## src/rtl/dbg_rap_pkg.sv

```systemverilog
package dbg_rap_pkg;
  localparam int unsigned RAP_ADDR_W = 5;
  localparam int unsigned RAP_DATA_W = 32;

  typedef enum logic [1:0] {
    ACC_NONE  = 2'd0,
    ACC_READ  = 2'd1,
    ACC_WRITE = 2'd2
  } acc_kind_e;
endpackage

```

## src/rtl/rap_shift_reg.sv

```systemverilog
module rap_shift_reg #(
  parameter int unsigned FRAME_W = 38,
  parameter int unsigned DATA_W  = 32
) (
  input  logic               clk,
  input  logic               rst_n,
  input  logic               shift_en,
  input  logic               sin,
  input  logic               load_en,
  input  logic [DATA_W-1:0]  load_data,
  output logic [FRAME_W-1:0] q
);
  logic [FRAME_W-1:0] q_nxt;

  // shift has priority; the parallel load only touches the data field
  always_comb begin
    q_nxt = q;
    if (shift_en) begin
      q_nxt = {sin, q[FRAME_W-1:1]};
    end else if (load_en) begin
      q_nxt[DATA_W-1:0] = load_data;
    end
  end

  always_ff @(posedge clk or negedge rst_n) begin
    if (!rst_n) begin
      q <= '0;
    end else if (shift_en || load_en) begin
      q <= q_nxt;
    end
  end
endmodule

```

## src/rtl/rap_access_ctl.sv

```systemverilog
module rap_access_ctl
  import dbg_rap_pkg::*;
#(
  parameter int unsigned ADDR_W  = 5,
  parameter int unsigned DATA_W  = 32,
  parameter int unsigned FRAME_W = 1 + ADDR_W + DATA_W
) (
  input  logic               clk,
  input  logic               rst_n,
  input  logic               active,
  input  logic               cap,
  input  logic               shift,
  input  logic               upd,
  input  logic [FRAME_W-1:0] frame,
  output acc_kind_e          kind,
  output logic [ADDR_W-1:0]  addr,
  output logic [DATA_W-1:0]  wdata
);
  localparam int unsigned RW_BIT = FRAME_W - 1;

  logic      armed, armed_nxt;
  acc_kind_e kind_nxt;
  logic      go;

  assign go = active && upd && armed;

  always_comb begin
    armed_nxt = armed;
    if (active) begin
      if (cap || upd) armed_nxt = 1'b0;
      if (shift)      armed_nxt = 1'b1;
    end
  end

  always_comb begin
    kind_nxt = ACC_NONE;
    if (go) kind_nxt = frame[RW_BIT] ? ACC_WRITE : ACC_READ;
  end

  always_ff @(posedge clk or negedge rst_n) begin
    if (!rst_n) begin
      armed <= 1'b0;
      kind  <= ACC_NONE;
    end else begin
      armed <= armed_nxt;
      kind  <= kind_nxt;
    end
  end

  always_ff @(posedge clk or negedge rst_n) begin
    if (!rst_n) begin
      addr <= '0;
    end else if (go) begin
      addr <= frame[RW_BIT-1:DATA_W];
    end
  end

  always_ff @(posedge clk or negedge rst_n) begin
    if (!rst_n) begin
      wdata <= '0;
    end else if (go && frame[RW_BIT]) begin
      wdata <= frame[DATA_W-1:0];
    end
  end
endmodule

```

## src/rtl/dbg_reg_access_port.sv

```systemverilog
module dbg_reg_access_port
  import dbg_rap_pkg::*;
#(
  parameter int unsigned ADDR_W = RAP_ADDR_W,
  parameter int unsigned DATA_W = RAP_DATA_W
) (
  input  logic              tck,
  input  logic              trst_n,
  input  logic              tdi,
  input  logic              chain_sel,
  input  logic              intest_on,
  input  logic              cap_dr,
  input  logic              shift_dr,
  input  logic              upd_dr,
  output logic              tdo,
  output logic [ADDR_W-1:0] reg_addr,
  output logic [DATA_W-1:0] reg_wdata,
  output logic              reg_wr,
  output logic              reg_rd,
  input  logic [DATA_W-1:0] reg_rdata
);
  localparam int unsigned FRAME_W = 1 + ADDR_W + DATA_W;

  logic               act;
  logic [FRAME_W-1:0] sr_q;
  acc_kind_e          kind;

  assign act = chain_sel && intest_on;

  rap_shift_reg #(
    .FRAME_W(FRAME_W),
    .DATA_W (DATA_W)
  ) u_sr (
    .clk      (tck),
    .rst_n    (trst_n),
    .shift_en (act && shift_dr),
    .sin      (tdi),
    .load_en  (kind == ACC_READ),
    .load_data(reg_rdata),
    .q        (sr_q)
  );

  rap_access_ctl #(
    .ADDR_W (ADDR_W),
    .DATA_W (DATA_W),
    .FRAME_W(FRAME_W)
  ) u_ctl (
    .clk   (tck),
    .rst_n (trst_n),
    .active(act),
    .cap   (cap_dr),
    .shift (shift_dr),
    .upd   (upd_dr),
    .frame (sr_q),
    .kind  (kind),
    .addr  (reg_addr),
    .wdata (reg_wdata)
  );

  assign tdo    = sr_q[0];
  assign reg_wr = (kind == ACC_WRITE);
  assign reg_rd = (kind == ACC_READ);
endmodule

```

## config.mk

```make
export PLATFORM = sky130hd
export DESIGN_NAME = dbg_reg_access_port
export DESIGN_NICKNAME = d
export VERILOG_FILES = /design/src/rtl/dbg_rap_pkg.sv /design/src/rtl/rap_shift_reg.sv /design/src/rtl/rap_access_ctl.sv /design/src/rtl/dbg_reg_access_port.sv
export SDC_FILE = /design/constraint.sdc
export NUM_CORES = 1
export LEC_CHECK = 0
export BUFFER_PORTS_ARGS = -buffer_cell sky130_fd_sc_hd__buf_4
export CORE_ASPECT_RATIO = 1.1
export CORE_MARGIN = 2
export CORE_UTILIZATION = 25
export DETAILED_ROUTE_END_ITERATION = 16
export PLACE_DENSITY = 0.46
export SETUP_SLACK_MARGIN = 0.5
export SLEW_MARGIN = 0
export SYNTH_ARGS = -nofsm -noshare
export SYNTH_HDL_FRONTEND = slang
export SYNTH_SLANG_ARGS = --single-unit
```

## constraint.sdc

```tcl
create_clock -name tck -period 1.94 [get_ports tck]
set_clock_uncertainty 0.15 [all_clocks]
set_input_delay 0.291 -clock tck [delete_from_list [all_inputs] [get_ports tck]]
set_output_delay 0.291 -clock tck [all_outputs]
set_load 0.05 [all_outputs]
```

Word level (Yosys, flattened, before mapping)
Cells that the tools add are included.

word-level totals
  flip-flop bits (word level) = 78
  input bits = 40

operators by class
  eq/ne operators = 2
  reduce and logical (&&, ||, !) cells = 12
  muxes and demuxes = 6

operator list
  operator                                                         number
  32-bit two-way mux                                               2
  2-bit AND reduction                                              3
  1-bit logical AND                                                5
  2-bit two-way mux                                                2
  2-bit nonzero test                                               2
  2-bit by 1-bit == test with 1-bit output, second input constant  1
  2-bit == test, second input constant                             1
  1-bit logical OR                                                 2
  1-bit two-way mux                                                2

Depth between registers and ports, before layout
Gate-level depths: netlist of the first run.

  depth after elaboration = 4
  depth in mapped cells = 5
  gate-level depth less buffers = 3

Hierarchy
From an unflattened synthesis of the first run, not the netlist that was laid out.

second synthesis, totals
  cell total of the unflattened synthesis = 242
  area, all modules = 3408.3 um^2

by module, submodules not included
  module               seq. area each (um^2)  area an instance (um^2)  instances  cells each
  rap_shift_reg        950.9                  1773.0                   1          152
  rap_access_ctl       1001.0                 1607.8                   1          86
  dbg_reg_access_port  0.0                    27.5                     1          4

Worst setup path after synthesis of the first run
Ideal clock, no wire load.

  path kind = reg-to-output
  from = register u_ctl.kind[1]
  to = output reg_rd
  cell stages (with the launch flop) = 5
  data required time = 1499 ps
  arrival = 1150 ps
  path slack = 349 ps
  path buffers = 2
  path through = dfrtp_1 > nand2b_1 > buf_2 > buf_2 > inv_1

between the ends
  longest elaborated chain between the ends = 1

RTL lines
  element                                   line                       text
  start, declared                           rap_access_ctl.sv:15       output acc_kind_e kind,
  start signal, assigned                    rap_access_ctl.sv:46       kind <= kind_nxt;
  2-bit by 1-bit == test with 1-bit output  dbg_reg_access_port.sv:62  assign reg_rd = (kind == ACC_READ);
  end, declared                             dbg_reg_access_port.sv:19  output logic reg_rd,

No other way between the ends.

Worst setup path after layout of the first run
  from = register u_ctl.armed
  to = register u_ctl.wdata[18]

between the ends
  longest elaborated chain between the ends = 2

RTL lines
  element                 line                  text
  start, declared         rap_access_ctl.sv:21  logic armed, armed_nxt;
  start signal, assigned  rap_access_ctl.sv:45  armed <= armed_nxt;
  1-bit logical AND       rap_access_ctl.sv:25  assign go = active && upd && armed;
  1-bit logical AND       rap_access_ctl.sv:61  end else if (go && frame[RW_BIT]) begin
  end signal, assigned    rap_access_ctl.sv:62  wdata <= frame[DATA_W-1:0];
  end, declared           rap_access_ctl.sv:17  output logic [DATA_W-1:0] wdata

No other way between the ends.
A chain may end at the register's enable or synchronous reset.

==> impl_metrics.yaml, run 1 <==
critical_path:
  start_kind: "flop"
  ff2ff_setup_slack_ns: 0.39
  path_cells: "nand4_4, or2_4, clkbuf_16, mux2_4"
  worst-endpoint-arrival_ns: 1.62
  end_kind: "flop"
  critPathKind: "reg2reg"
  r2r-end: "u_ctl.wdata[18]$_DFFE_PN0P_"
  required_ns: 2.01
  cpPeakStageDelay_ns: 0.38
  r2r_start: "u_ctl.armed$_DFFE_PN0P_"
  path_max_fanout: 8
  cp-startpoint: "u_ctl.armed$_DFFE_PN0P_"
  slowest_stage: "dfrtp_1"
  reg2reg_depth: 4
status:
  outcome: "complete, no violations"
logic_synthesis:
  syn_area_sq_um: 3344
  yosys_warnings: 0
  ys.flop_type: "dfrtp_1"
  synth_common_cells: "78 x dfrtp_1, 33 x nand2_1, 33 x o21ai_0"
  yosys.area.top_type_share_pct: 58.36
  synth_most_common_cell: "dfrtp_1"
  ys_seq_area_share_pct: 58.36
  synth_edf_count: 0
  ys_ff_latch: 78
  yosys.area_share.simple_pct: 5.238
  synthAdderAreaFrac_pct: 0
  synth_top_family_by_area: "multiplexers"
  async_flop_share_pct: 100.0
  yosysUniqueCellTypes: 19
  synthTopCellsByArea: "dfrtp_1 58%, mux2_4 13%, mux2i_1 9.6%"
  synthMuxAreaShare_pct: 26.97
  yosysTopAreaCell: "dfrtp_1"
  synth_xor_area_share_pct: 0
  avgSynthCellArea_sq_um: 13.65
  synth_compound_area_share_pct: 5.387
  syn-num-nets: 285
  syn_inst: 245
global_route:
  track_usage_pct: 10.79
  grt_start_max_net_pins: 35
  grt_pass1_wl_um: 11590
  antenna_found_initial: 0
  grt_overflow: 0
  first_global_vias: 2207
drt:
  via_count: 2092
  drt-pass1-iter-count: 3
  drt_drc_violations_left: 0
  first_iter_violations: 53
  post_drt_wl_per_cell_um: 14.94
  ant_nets: 0
  routed_wl_um: 7498
  vias_per_cell: 4.167
timing:
  period_minus_slack_ns: 1.548
  worst_pin_slew_ns: 0.4186
  rsz0062_at_grt: "yes"
  fin_tns_setup_ns: 0
  hold_viol: 0
  setup_viol: 0
  finalCritPeriodShare_pct: 79.79
  slew_viol_final: 0
  max_freq_ghz: 0.6460
  slew_headroom_pct: 72.09
job:
  cap_violations: 0
floorplan:
  row_count: 44
  floorplan.initialDensity_pct: 25.42
  core-area_sq_um: 13160
  dieArea_sq_um: 14320
  pin_count: 80
  die_y_um: 125.3
  die_w_um: 114.3
final_layout:
  insertedDiodeCount: 0
  postLayoutCellArea_sq_um: 4568
  areaGrowthSynthToFinish_pct: 36.59
  final_layout_size_suffix_gt1_share_pct: 46.33
  final_core_util_pct: 34.72
  layout.nets: 378
clock_network:
  cts_max_path_buffers: 2
  cts_sinks: 78
  cts_tree: "built"
  cts_made_buffers: 9
  path_clk_slew_ns: 0.06
  cts_root_buf: "clkbuf_16"
  insertion_delay_ns: 0.34
  htreeDepth: 3
min_path:
  hold_path.startpoint: "tdi"
  holdPathStages: 3
  hold_end: "u_sr.q[37]$_DFFE_PN0P_"
  min_path_type: "in2reg"
pwr:
  p_per_area_nw_per_um2: 1500
  ir_worst_vdd_mv: 0.5038
  leakage_nw: 2.442
placed_design:
  dp_hpwl_um: 4844
  routabilityCongestion: 0.6655
  numPortBuffers: 79
  placed_area_sq_um: 4116
-- cells by family after synthesis --
family          after synthesis
flops                        78
mux                          74
simple gates                 39
compound gates               35
buf+inv                      19
-- cells in the final DEF (no fill, tap or decap), types with 3 or more instances in the layout --
cell type	instances
buf_12	4
buf_4	86
buf_6	3
clkbuf_16	13
dfrtp_1	78
mux2_2	13
mux2_4	29
mux2i_1	31
nand2_1	33
o21ai_0	33
-- through the flow --
stage	cells	power [mW]	setup slack (ns)	hold slack, ns
global placement	478	5.366	0.2916	0.1118
CTS	496	6.952	0.3665	0.009275
detailed placement	478	5.392	0.2777	0.1141
global route	502	7.232	0.3226	0.01274
finish	502	6.851	0.3921	0.02863
floorplan	245	4.511	0.3792	-0.1546
-- how the worst max path moves through the flow --
stage	slack, ns	to	depth (start not counted)
detailed placement	0.28	u_ctl.wdata[2]$_DFFE_PN0P_	5
floorplan	0.38	u_ctl.wdata[10]$_DFFE_PN0P_	5
finish	0.39	u_ctl.wdata[18]$_DFFE_PN0P_	4
CTS	0.37	reg_rd	3
global placement	0.29	u_ctl.wdata[2]$_DFFE_PN0P_	5
global route	0.32	reg_rd	3
-- timing repair --
action / in CTS / in global routing
setup buffers: 3 / 2
setup endpoints to repair: 59 / 59
gates resized for setup: 11 / 1
cloned: 0 / 4
hold buffers: 1 / 0
hold endpoints to repair: 29 / 0
-- worst max-delay path, delay by kind of cell (launching register included) --
kind / cells / cell delay, ns
simple gates: 2 / 0.40
buf+inv: 1 / 0.20
mux: 1 / 0.29
flops: 1 / 0.38
-- flip-flops by register name, indices dropped and copies added, names as in the netlist --
register	count
u_ctl.armed	1
u_ctl.addr	5
u_ctl.kind	2
u_ctl.wdata	32
u_sr.q	38
-- report_power, final --
| part | leakage [nW] | switching, mW | internal, mW |
|---|---|---|---|
| logic | 1.30 | 1.63 | 1.07 |
| registers | 1.01 | 0.419 | 2.24 |
| clock network | 0.128 | 0.612 | 0.882 |
-- metal layers --
layer	up-vias	routed length (um)	track usage, %
li1	1034	-	-
met1	998	3433	13.43
met2	52	3576	16.35
met3	8	389	4.944
met4	0	99	4.089
met5	-	0	0
-- final cells by class --
| class | instances | area, sq um |
|---|---|---|
| Timing Repair Buffer | 98 | 869.6 |
| Inverter | 3 | 15.01 |
| Clock inverter | 2 | 10.01 |
| Fill cell | 1292 | 8589 |
| Tap cell | 161 | 201.4 |
| Clock buffer | 12 | 246.5 |
| Sequential cell | 78 | 1952 |
| Multi-Input combinational cell | 148 | 1274 |
(Power assumes the default switching activity.)
==> run 2: changes to the inputs <==
Settings changed: PLACE_DENSITY 0.46 to 0.48.
Clock period 1.94 ns to 1.35 ns, I/O delays scaled along.
==> impl_metrics.yaml, run 2 (same netlist as run 1, synthesis figures left out) <==
critical_path:
  r2r-end: "u_ctl.wdata[9]$_DFFE_PN0P_"
  required_ns: 1.41
  critPathTopFamily: "flip-flops"
  path_cells: "nand4_4, or2_4, buf_12, mux2_4"
  start_kind: "flop"
  ff2ff_setup_slack_ns: -0.18
  end_kind: "flop"
  cpPeakStageDelay_ns: 0.40
  critPathKind: "reg2reg"
  path_depth: 4
  reg2reg_depth: 4
  r2r_start: "u_ctl.armed$_DFFE_PN0P_"
  cp_num_buf_inv: 1
  path_max_fanout: 12
  worst-endpoint-arrival_ns: 1.59
  slowest_stage: "dfrtp_1"
floorplan:
  row_count: 44
  pin_count: 80
  die_y_um: 125.3
  core-area_sq_um: 13160
  die_w_um: 114.3
  floorplan.initialDensity_pct: 25.42
  dieArea_sq_um: 14320
final_layout:
  fillers: 1294
  layout_common_cells: "69 x dfrtp_1, 68 x buf_4, 41 x buf_6"
  final_common_cell: "dfrtp_1"
  final_layout_size_suffix_gt1_share_pct: 55.94
  final_core_util_pct: 40.09
  fin_cells: 540
  layout.nets: 414
  multi_input_area_sq_um: 1346
  largestRegisters: "u_sr.q: 38 flops, u_ctl.wdata: 32 flops, u_ctl.addr: 5 flops"
  largest_reg_flops: 38
  insertedDiodeCount: 0
  regArea_sq_um: 1963
  largest_register: "u_sr.q"
  areaGrowthSynthToFinish_pct: 57.73
placed_design:
  dp_slack_ns: -0.2393
  numPortBuffers: 79
  dp_hpwl_um: 4797
  placedCellCount: 485
  routabilityCongestion: 0.6843
timing:
  fin_tns_setup_ns: -7.190
  hold_ws_ns: -0.2509
  setup_viol: 54
  slew_viol_final: 0
  period_minus_slack_ns: 1.528
  worst_pin_slew_ns: 0.4252
  max_freq_ghz: 0.6543
  hold_viol: 82
  slew_headroom_pct: 71.65
  rsz0062_at_grt: "yes"
  finalCritPeriodShare_pct: 113.2
  fin_ws_ns: -0.1783
drt:
  ant_nets: 0
  vias_per_cell: 4.302
  post_drt_wl_per_cell_um: 14.83
  routed_wl_um: 8008
  drt-pass1-iter-count: 4
  first_iter_violations: 40
  via_count: 2323
  drt_drc_violations_left: 0
global_route:
  track_usage_pct: 12.05
  grt_overflow: 0
  antenna_found_initial: 0
  grt_start_max_net_pins: 79
  grt_pass1_wl_um: 13250
  first_global_vias: 2513
clock_network:
  cts_max_path_buffers: 2
  cts_made_buffers: 9
  cts_root_buf: "clkbuf_16"
  htreeDepth: 3
  path_clk_slew_ns: 0.06
  cts_sinks: 78
  insertion_delay_ns: 0.33
  cts_tree: "built"
min_path:
  min_path_type: "in2async"
pwr:
  ir_worst_vdd_mv: 1.132
  leakage_nw: 2.768
  p_per_area_nw_per_um2: 2189
status:
  outcome: "finished with violations"
  violations: "hold timing, setup timing"
job:
  cap_violations: 0
-- run 2: worst max path at each step --
stage,to,from
6_report,u_ctl.wdata[9]$_DFFE_PN0P_,u_ctl.armed$_DFFE_PN0P_
3_5_place_dp,u_ctl.wdata[17]$_DFFE_PN0P_,u_ctl.armed$_DFFE_PN0P_
2_1_floorplan,u_ctl.wdata[10]$_DFFE_PN0P_,u_ctl.armed$_DFFE_PN0P_
5_1_grt,reg_rd,u_ctl.kind[1]$_DFF_PN0_
4_1_cts,u_ctl.wdata[17]$_DFFE_PN0P_,u_ctl.armed$_DFFE_PN0P_
3_3_place_gp,u_ctl.wdata[5]$_DFFE_PN0P_,u_ctl.armed$_DFFE_PN0P_
-- run 2: report_power, final --
group	internal [mW]	total (mW)	switching, mW
Clock	1.67	2.59	0.921
Sequential	3.24	3.95	0.716
Combinational	2.50	5.01	2.51
-- run 2: per-layer routing --
layer	track usage [%]	vias up	wire length, um
met2	19.08	55	3970
met4	5.308	0	170
met5	0	-	0
li1	-	1106	-
met3	2.521	13	362
met1	15.85	1149	3505
-- run 2: what timing repair did --
item / CTS / global route
gates cloned: 5 / 0
setup endpoints to repair: 118 / 118
endpoints found under the hold margin: 95 / 81
gates resized for setup: 77 / 12
setup buffers: 27 / 7
pin swaps: 3 / 1
-- run 2: stage by stage --
stage | total power, mW | hold WS, ns | area (sq um)
finish | 11.55 | -0.2509 | 5275
global route | 12.14 | -0.2178 | 5275
CTS | 11.54 | -0.2345 | 5177
detailed placement | 7.905 | 0.1164 | 4254
global placement | 7.857 | 0.1144 | 4254
floorplan | 6.610 | -0.2431 | 3455
-- run 2: cell type report --
cell class,count,area share (%)
Timing Repair Buffer,133,27.16
Tap cell,161,3.819
Inverter,3,0.2846
Sequential cell,78,37.22
Multi-Input combinational cell,149,25.52
Clock inverter,4,1.328
Clock buffer,12,4.673
